## src/rtl/fr_pkg.sv

```systemverilog
package fr_pkg;
    localparam int N_TGT = 3;

    typedef enum logic [1:0] {
        ARB_IDLE  = 2'd0,
        ARB_ISSUE = 2'd1,
        ARB_WAIT  = 2'd2
    } arb_state_e;

    localparam logic [1:0] RT_UNCACHED = 2'd0;
    localparam logic [1:0] RT_BANK_LO  = 2'd1;
    localparam logic [1:0] RT_BANK_HI  = 2'd2;

    localparam logic [1:0] SEL_START  = 2'd0;
    localparam logic [1:0] SEL_END    = 2'd1;
    localparam logic [1:0] SEL_ENABLE = 2'd2;
endpackage

```

## src/rtl/fr_window.sv

```systemverilog
module fr_window
    import fr_pkg::*;
#(
    parameter int ADDR_W = 20
) (
    input  logic              clk,
    input  logic              rst_n,
    input  logic              cfg_we,
    input  logic [1:0]        cfg_sel,
    input  logic [ADDR_W-1:0] cfg_wdata,
    output logic [ADDR_W-1:0] win_start,
    output logic [ADDR_W-1:0] win_end,
    output logic              win_en
);
    always_ff @(posedge clk or negedge rst_n) begin
        if (!rst_n) begin
            win_start <= '0;
            win_end   <= '1;
            win_en    <= 1'b0;
        end else if (cfg_we) begin
            case (cfg_sel)
                SEL_START:  win_start <= cfg_wdata;
                SEL_END:    win_end   <= cfg_wdata;
                SEL_ENABLE: win_en    <= cfg_wdata[0];
                default:    ;
            endcase
        end
    end

    // the unused select leaves every window register untouched
    p_sel_spare_r2: assert property (@(posedge clk) disable iff (!rst_n)
        (cfg_we && cfg_sel == 2'd3) |=> ($stable(win_start) && $stable(win_end) && $stable(win_en)));
endmodule

```

## src/rtl/fr_decode.sv

```systemverilog
module fr_decode
    import fr_pkg::*;
#(
    parameter int ADDR_W = 20,
    parameter int OFF_W  = 8
) (
    input  logic [ADDR_W-1:0] addr,
    input  logic [ADDR_W-1:0] win_start,
    input  logic [ADDR_W-1:0] win_end,
    input  logic              win_en,
    output logic [1:0]        route,
    output logic [ADDR_W-1:0] bank_addr
);
    localparam int BSEL = OFF_W;

    logic in_window;

    always_comb begin
        in_window = win_en && (addr >= win_start) && (addr <= win_end);
        if (!in_window)
            route = RT_UNCACHED;
        else if (addr[BSEL])
            route = RT_BANK_HI;
        else
            route = RT_BANK_LO;
        bank_addr = {1'b0, addr[ADDR_W-1:BSEL+1], addr[BSEL-1:0]};
    end
endmodule

```

## src/rtl/fr_arbiter.sv

```systemverilog
module fr_arbiter
    import fr_pkg::*;
#(
    parameter int N_INI  = 4,
    parameter int ADDR_W = 20,
    parameter int LEN_W  = 2,
    localparam int IW    = $clog2(N_INI)
) (
    input  logic                    clk,
    input  logic                    rst_n,
    input  logic [N_INI-1:0]        req,
    input  logic [N_INI*ADDR_W-1:0] cand_addr,
    input  logic [N_INI*LEN_W-1:0]  cand_len,
    input  logic                    tgt_ready,
    input  logic                    tgt_rvalid,
    input  logic                    tgt_rlast,
    output logic                    tgt_valid,
    output logic [ADDR_W-1:0]       tgt_addr,
    output logic [LEN_W-1:0]        tgt_len,
    output logic                    accept,
    output logic                    serving,
    output logic [IW-1:0]           owner
);
    arb_state_e        st_q, st_d;
    logic [IW-1:0]     own_q, own_d;
    logic [IW-1:0]     ptr_q, ptr_d;
    logic [ADDR_W-1:0] addr_q;
    logic [LEN_W-1:0]  len_q;
    logic              load;
    logic              pick_hit;
    logic [IW-1:0]     pick_id;

    // round-robin search starting at the pointer; lowest distance wins
    always_comb begin
        pick_hit = 1'b0;
        pick_id  = '0;
        for (int k = N_INI - 1; k >= 0; k--) begin
            logic [IW-1:0] slot;
            slot = IW'((int'(ptr_q) + k) % N_INI);
            if (req[slot]) begin
                pick_hit = 1'b1;
                pick_id  = slot;
            end
        end
    end

    // next state: grant, accept, complete
    always_comb begin
        st_d  = st_q;
        own_d = own_q;
        ptr_d = ptr_q;
        load  = 1'b0;
        unique case (st_q)
            ARB_IDLE: begin
                if (pick_hit) begin
                    st_d  = ARB_ISSUE;
                    own_d = pick_id;
                    load  = 1'b1;
                end
            end
            ARB_ISSUE: begin
                if (tgt_ready) st_d = ARB_WAIT;
            end
            ARB_WAIT: begin
                if (tgt_rvalid && tgt_rlast) begin
                    st_d  = ARB_IDLE;
                    ptr_d = IW'((int'(own_q) + 1) % N_INI);
                end
            end
            default: st_d = ARB_IDLE;
        endcase
    end

    always_ff @(posedge clk or negedge rst_n) begin
        if (!rst_n) begin
            st_q   <= ARB_IDLE;
            own_q  <= '0;
            ptr_q  <= '0;
            addr_q <= '0;
            len_q  <= '0;
        end else begin
            st_q  <= st_d;
            own_q <= own_d;
            ptr_q <= ptr_d;
            if (load) begin
                addr_q <= cand_addr[int'(pick_id)*ADDR_W +: ADDR_W];
                len_q  <= cand_len[int'(pick_id)*LEN_W +: LEN_W];
            end
        end
    end

    // outputs
    always_comb begin
        tgt_valid = (st_q == ARB_ISSUE);
        accept    = (st_q == ARB_ISSUE) && tgt_ready;
        serving   = (st_q == ARB_WAIT);
        tgt_addr  = addr_q;
        tgt_len   = len_q;
        owner     = own_q;
    end

    // an unaccepted request holds its contents
    p_hold_r5: assert property (@(posedge clk) disable iff (!rst_n)
        (tgt_valid && !tgt_ready) |=> (tgt_valid && $stable(tgt_addr) && $stable(tgt_len)));

    // owner is kept until the final beat
    p_owner_kept_r6: assert property (@(posedge clk) disable iff (!rst_n)
        ((st_q != ARB_IDLE) && !(st_q == ARB_WAIT && tgt_rvalid && tgt_rlast)) |=> $stable(own_q));

    // a grant only goes to an initiator that was requesting
    p_grant_req_r6: assert property (@(posedge clk) disable iff (!rst_n)
        $rose(tgt_valid) |-> (($past(req) & (N_INI'(1) << own_q)) != '0));
endmodule

```

## src/rtl/fetch_router.sv

```systemverilog
module fetch_router
    import fr_pkg::*;
#(
    parameter int N_INI  = 4,
    parameter int ADDR_W = 20,
    parameter int OFF_W  = 8,
    parameter int LEN_W  = 2,
    parameter int DATA_W = 128,
    localparam int IW    = $clog2(N_INI)
) (
    input  logic                    clk,
    input  logic                    rst_n,
    input  logic                    cfg_we,
    input  logic [1:0]              cfg_sel,
    input  logic [ADDR_W-1:0]       cfg_wdata,
    input  logic [N_INI-1:0]        ini_valid,
    output logic [N_INI-1:0]        ini_ready,
    input  logic [N_INI*ADDR_W-1:0] ini_addr,
    input  logic [N_INI*LEN_W-1:0]  ini_len,
    output logic [N_INI-1:0]        ini_rsp_valid,
    output logic [N_INI-1:0]        ini_rsp_last,
    output logic [N_INI*DATA_W-1:0] ini_rsp_data,
    output logic [N_TGT-1:0]        tgt_valid,
    input  logic [N_TGT-1:0]        tgt_ready,
    output logic [N_TGT*ADDR_W-1:0] tgt_addr,
    output logic [N_TGT*LEN_W-1:0]  tgt_len,
    input  logic [N_TGT-1:0]        tgt_rvalid,
    input  logic [N_TGT-1:0]        tgt_rlast,
    input  logic [N_TGT*DATA_W-1:0] tgt_rdata
);
    logic [ADDR_W-1:0] win_start, win_end;
    logic              win_en;

    logic [N_INI-1:0][1:0]                 route;
    logic [N_INI-1:0][ADDR_W-1:0]          bank_addr;
    logic [N_TGT-1:0][N_INI-1:0]           req_vec;
    logic [N_TGT-1:0][N_INI*ADDR_W-1:0]    cand_addr;
    logic [N_TGT-1:0]                      accept, serving;
    logic [N_TGT-1:0][IW-1:0]              owner;
    logic [N_INI-1:0][N_TGT-1:0]           own_match;

    fr_window #(.ADDR_W(ADDR_W)) u_window (
        .clk       (clk),
        .rst_n     (rst_n),
        .cfg_we    (cfg_we),
        .cfg_sel   (cfg_sel),
        .cfg_wdata (cfg_wdata),
        .win_start (win_start),
        .win_end   (win_end),
        .win_en    (win_en)
    );

    for (genvar i = 0; i < N_INI; i++) begin : g_ini
        fr_decode #(.ADDR_W(ADDR_W), .OFF_W(OFF_W)) u_dec (
            .addr      (ini_addr[i*ADDR_W +: ADDR_W]),
            .win_start (win_start),
            .win_end   (win_end),
            .win_en    (win_en),
            .route     (route[i]),
            .bank_addr (bank_addr[i])
        );
    end

    for (genvar t = 0; t < N_TGT; t++) begin : g_tgt
        always_comb begin
            for (int i = 0; i < N_INI; i++) begin
                req_vec[t][i] = ini_valid[i] && (route[i] == 2'(t));
                if (t == 0)
                    cand_addr[t][i*ADDR_W +: ADDR_W] = ini_addr[i*ADDR_W +: ADDR_W];
                else
                    cand_addr[t][i*ADDR_W +: ADDR_W] = bank_addr[i];
            end
        end

        fr_arbiter #(.N_INI(N_INI), .ADDR_W(ADDR_W), .LEN_W(LEN_W)) u_arb (
            .clk        (clk),
            .rst_n      (rst_n),
            .req        (req_vec[t]),
            .cand_addr  (cand_addr[t]),
            .cand_len   (ini_len),
            .tgt_ready  (tgt_ready[t]),
            .tgt_rvalid (tgt_rvalid[t]),
            .tgt_rlast  (tgt_rlast[t]),
            .tgt_valid  (tgt_valid[t]),
            .tgt_addr   (tgt_addr[t*ADDR_W +: ADDR_W]),
            .tgt_len    (tgt_len[t*LEN_W +: LEN_W]),
            .accept     (accept[t]),
            .serving    (serving[t]),
            .owner      (owner[t])
        );
    end

    // steer acceptance and response beats back to each target's owner
    always_comb begin
        ini_ready     = '0;
        ini_rsp_valid = '0;
        ini_rsp_last  = '0;
        ini_rsp_data  = '0;
        for (int i = 0; i < N_INI; i++) begin
            for (int t = 0; t < N_TGT; t++) begin
                own_match[i][t] = serving[t] && (owner[t] == IW'(i));
                if (accept[t] && owner[t] == IW'(i))
                    ini_ready[i] = 1'b1;
                if (own_match[i][t] && tgt_rvalid[t]) begin
                    ini_rsp_valid[i]                 = 1'b1;
                    ini_rsp_last[i]                  = tgt_rlast[t];
                    ini_rsp_data[i*DATA_W +: DATA_W] = tgt_rdata[t*DATA_W +: DATA_W];
                end
            end
        end
    end

    for (genvar t = 1; t < N_TGT; t++) begin : g_bank_chk
        // banks are only granted while the window is enabled
        p_win_off_r2: assert property (@(posedge clk) disable iff (!rst_n)
            $rose(tgt_valid[t]) |-> $past(win_en));
        // the bank-select bit is removed, top bit is zero
        p_bank_msb_r4: assert property (@(posedge clk) disable iff (!rst_n)
            tgt_valid[t] |-> !tgt_addr[t*ADDR_W + ADDR_W - 1]);
    end

    for (genvar i = 0; i < N_INI; i++) begin : g_ini_chk
        // an initiator is being served by at most one target
        p_one_owner_r7: assert property (@(posedge clk) disable iff (!rst_n)
            $countones(own_match[i]) <= 1);
    end
endmodule

```

## config.mk

```make
export PLATFORM = sky130hd
export DESIGN_NAME = fetch_router
export DESIGN_NICKNAME = d
export VERILOG_FILES = /design/src/rtl/fr_pkg.sv /design/src/rtl/fr_window.sv /design/src/rtl/fr_decode.sv /design/src/rtl/fr_arbiter.sv /design/src/rtl/fetch_router.sv
export SDC_FILE = /design/constraint.sdc
export NUM_CORES = 2
export LEC_CHECK = 0
export ABC_AREA = 0
export BUFFER_PORTS_ARGS = -buffer_cell sky130_fd_sc_hd__buf_2
export CAP_MARGIN = 20
export CORE_AREA = 2 2 431 433
export CTS_BUF_LIST = sky130_fd_sc_hd__clkbuf_2 sky130_fd_sc_hd__clkbuf_4 sky130_fd_sc_hd__clkbuf_8
export CTS_CLUSTER_DIAMETER = 100
export DETAILED_ROUTE_END_ITERATION = 10
export DIE_AREA = 0 0 433 435
export PLACE_DENSITY = 0.36
export SETUP_SLACK_MARGIN = 0.02
export SLEW_MARGIN = 20
export SYNTH_ARGS = -nofsm -noshare
export SYNTH_HDL_FRONTEND = slang
export SYNTH_HIERARCHICAL = 1
export SYNTH_SLANG_ARGS = --single-unit
```

## constraint.sdc

```tcl
create_clock -name clk -period 3.99 [get_ports clk]
set_clock_uncertainty 0.05 [all_clocks]
set_input_delay 0.798 -clock clk [delete_from_list [all_inputs] [get_ports clk]]
set_output_delay 0.798 -clock clk [all_outputs]
set_load 0.02 [all_outputs]
```

==> flow_summary.ini <==
[routing]
drt-wirelength-per-cell_um = 29.53
first_pass_iters = 6
ant_nets = 0
drcViolationCount = 0
vias = 33930
wl_met3_mm = 16.25
drt-total-wl_mm = 215.8
viasPerCell = 4.643
wl_met2_mm = 103.8
wl_met1_mm = 79.70
initialDrtViolationCount = 3339
top_layer_used = met5

[synth]
synth_cell_types = 63
synth_area_sq_mm = 0.02295
yosysTopAreaCell = a31oi_1
yosysTopAreaCellShare_pct = 14.07
yosysMostFrequentCell = nand2_1
syn_inst = 3617
yosys_register_bits = 125
syn_avg_cell_area_sq_um = 6.345
async_reset_ff_share_pct = 100.0
synth_enable_flop_cells = 0
syn-num-nets = 4287
ys.warnings.count = 6
netlist_top_cells_count = nand2_1, nand3_1, nor2_1
synth_area_leaders = a31oi_1, nand3_1, dfrtp_1, nand2_1, nor2_1
synth_top_flop_cell = dfrtp_1
seq_area_frac_synth_pct = 13.74

[die]
dieArea_sq_mm = 0.1884
boundaryPins = 1103
die_x_um = 433
fp-row-count = 158
die_y_um = 435
start_util_pct = 12.47
core_sq_mm = 0.1840

[grt]
grtUsageTotal_pct = 21.65
antenna_found_initial = 157
grt_max_degree = 79
grt_pass1_wl_mm = 283.5
grt_pass1_vias = 31010
gr-total-overflow = 0

[setup_path]
worstPathCellList = nor2b_1 -> buf_4 -> nand4b_1 -> buf_4 -> nand3_1 -> a31oi_1 -> buf_2
crit_family = buffers and inverters
cp_max_fo = 39
crit_slowest_cell = buf_4
worst-endpoint-arrival_ns = 3.05
max_stage_delay_ns = 0.55
worstPathRequired_ns = 3.14
cp_num_buf_inv = 3
critical_path_class = flip-flop to output pin
cp_common_cell = buf_4
cp-start-kind = flip-flop
endpoint_kind = output pin

[clocking]
cts_made_buffers = 17
htree_num_levels = 4
cts_hold_buf = 0
clk_latency_ns = 0.51
clockRootBuffer = clkbuf_8
clockBufferDepth = 2
cts_tree = built
cts.sinks = 125
cts.clk_slew.worst_paths_ns = 0.08

[timing]
slew_headroom_pct = 42.10
period_needed_ns = 3.902
fin_crit_sh_pct = 97.79
finalHoldViolations = 0
final-max-slew-violation-count = 0
fmax_mhz = 256.3
grt_setup_unrepaired = yes
worst_slew_pin_slew_ns = 0.8659
setup_violations = 0

[hold_path]
min_path_type = input pin to asynchronous set/reset pin

[cells_and_area]
layout.cells.non_filler = 7308
drive_gt1_share_pct = 36.00
final_cell_area_sq_mm = 0.03423
nFillCells = 21270
area_delta_synth_final_pct = 49.14
nets = 5363
multiInputGateArea_sq_mm = 0.01742
fin_util_pct = 18.60
seqCellArea_sq_mm = 0.003157

[placed_design]
placed_cells = 7130
place_area_sq_mm = 0.03275
dp.final_hpwl_mm = 171.8
gp_congestion = 0.9809
port_buffers = 1102

[power]
power_mw = 11.80
max-vdd-ir-drop_uv = 216.9
power.density_mw_per_mm2 = 344.8
p_leak_nw = 16.46

[status]
status = completed

[job]
cap_violations = 0
-- cell families after synthesis --
logic type                 synth area share [%]
and+or+nand+nor                           35.32
muxes                                     7.856
other                                   0.06540
AOI/OAI and AO/OA                         21.46
xor gates and xnor gates                 0.1145
buffers and inverters                     12.72
adders and majority gates                 8.723
DFF                                       13.74
-- report_power, final --
| group | internal [mW] | switching (mW) | leakage, nW |
|---|---|---|---|
| logic | 2.95 | 5.38 | 14.8 |
| registers | 1.76 | 0.572 | 1.52 |
| clock network | 0.542 | 0.592 | 0.190 |
-- routing by layer --
layer | track usage [%] | up-vias
li1 | - | 15120
met1 | 24.38 | 16520
met2 | 36.06 | 1835
met3 | 4.841 | 405
met4 | 15.21 | 48
met5 | 0 | -
-- final timing paths --
path,cells past startpoint,slack [ns],endpoint,start
max in group asynchronous,2,2.67,u_window/win_end[12],rst_n
setup / recovery,7,0.09,ini_rsp_data[240],g_tgt[1].u_arb/st_q[1]
hold / removal,1,0.26,u_window/win_start[4],rst_n
hold reg to reg,2,0.45,g_tgt[1].u_arb/tgt_len[1],g_tgt[1].u_arb/tgt_len[1]
setup reg to reg,16,0.15,g_tgt[2].u_arb/tgt_addr[15],u_window/win_end[5]
min in group clk,2,0.45,g_tgt[1].u_arb/tgt_len[1],g_tgt[1].u_arb/tgt_len[1]
-- final cells by class --
type	count	share of cell area, %
Antenna cell	123	0.8993
Clock buffer	23	0.8517
Sequential cell	125	9.223
Timing Repair Buffer	1470	27.08
Inverter	162	1.777
Tap cell	2480	9.066
Clock inverter	8	0.2047
Multi-Input combinational cell	2917	50.90
-- through the flow --
step | setup slack (ns) | hold slack (ns) | TNS, ns
finish | 0.08803 | 0.2607 | 0
global placement | -0.6657 | 0.4230 | -35.24
CTS | 0.005916 | 0.2595 | 0
floorplan | 0.1774 | 0.4400 | 0
global route | -0.009031 | 0.2966 | -0.02034
detailed placement | -0.5715 | 0.4239 | -31.55
-- flip-flops by register name (all words and copies together), names as in the netlist --
register / flops
u_window/win_en: 1
u_window/win_end: 20
g_tgt.u_arb/owner: 6
g_tgt.u_arb/ptr_q: 6
g_tgt.u_arb/tgt_addr: 60
g_tgt.u_arb/st_q: 6
u_window/win_start: 20
g_tgt.u_arb/tgt_len: 6
-- timing repair --
| action | CTS | global route |
|---|---|---|
| buffers inserted | 7 | 9 |
| setup endpoints to repair | 99 | 72 |
| gates resized for setup | 14 | 84 |
| cloned | 1 | 7 |
| pin swaps | 5 | 49 |
-- layout by cell type (no fill, tap or decap), types with 6 or more instances in the layout --
cell / instances
nand2b_1: 9
nor2b_1: 8
mux2i_4: 6
buf_4: 293
nor4_1: 6
dfstp_2: 20
a31oi_1: 516
nand2_1: 623
nand3_1: 543
o21ai_0: 22
nand4_1: 33
buf_2: 1099
mux2i_1: 114
dfrtp_1: 102
o221ai_1: 46
ha_4: 7
a21o_1: 16
o221ai_2: 20
a21oi_2: 15
inv_1: 157
ha_1: 153
a21oi_1: 61
a211oi_1: 7
nor2_1: 536
mux2i_2: 14
clkbuf_8: 19
clkbuf_16: 6
buf_12: 64
mux2_2: 40
diode_2: 123
Note: power is estimated with default switching activity, not from simulation.
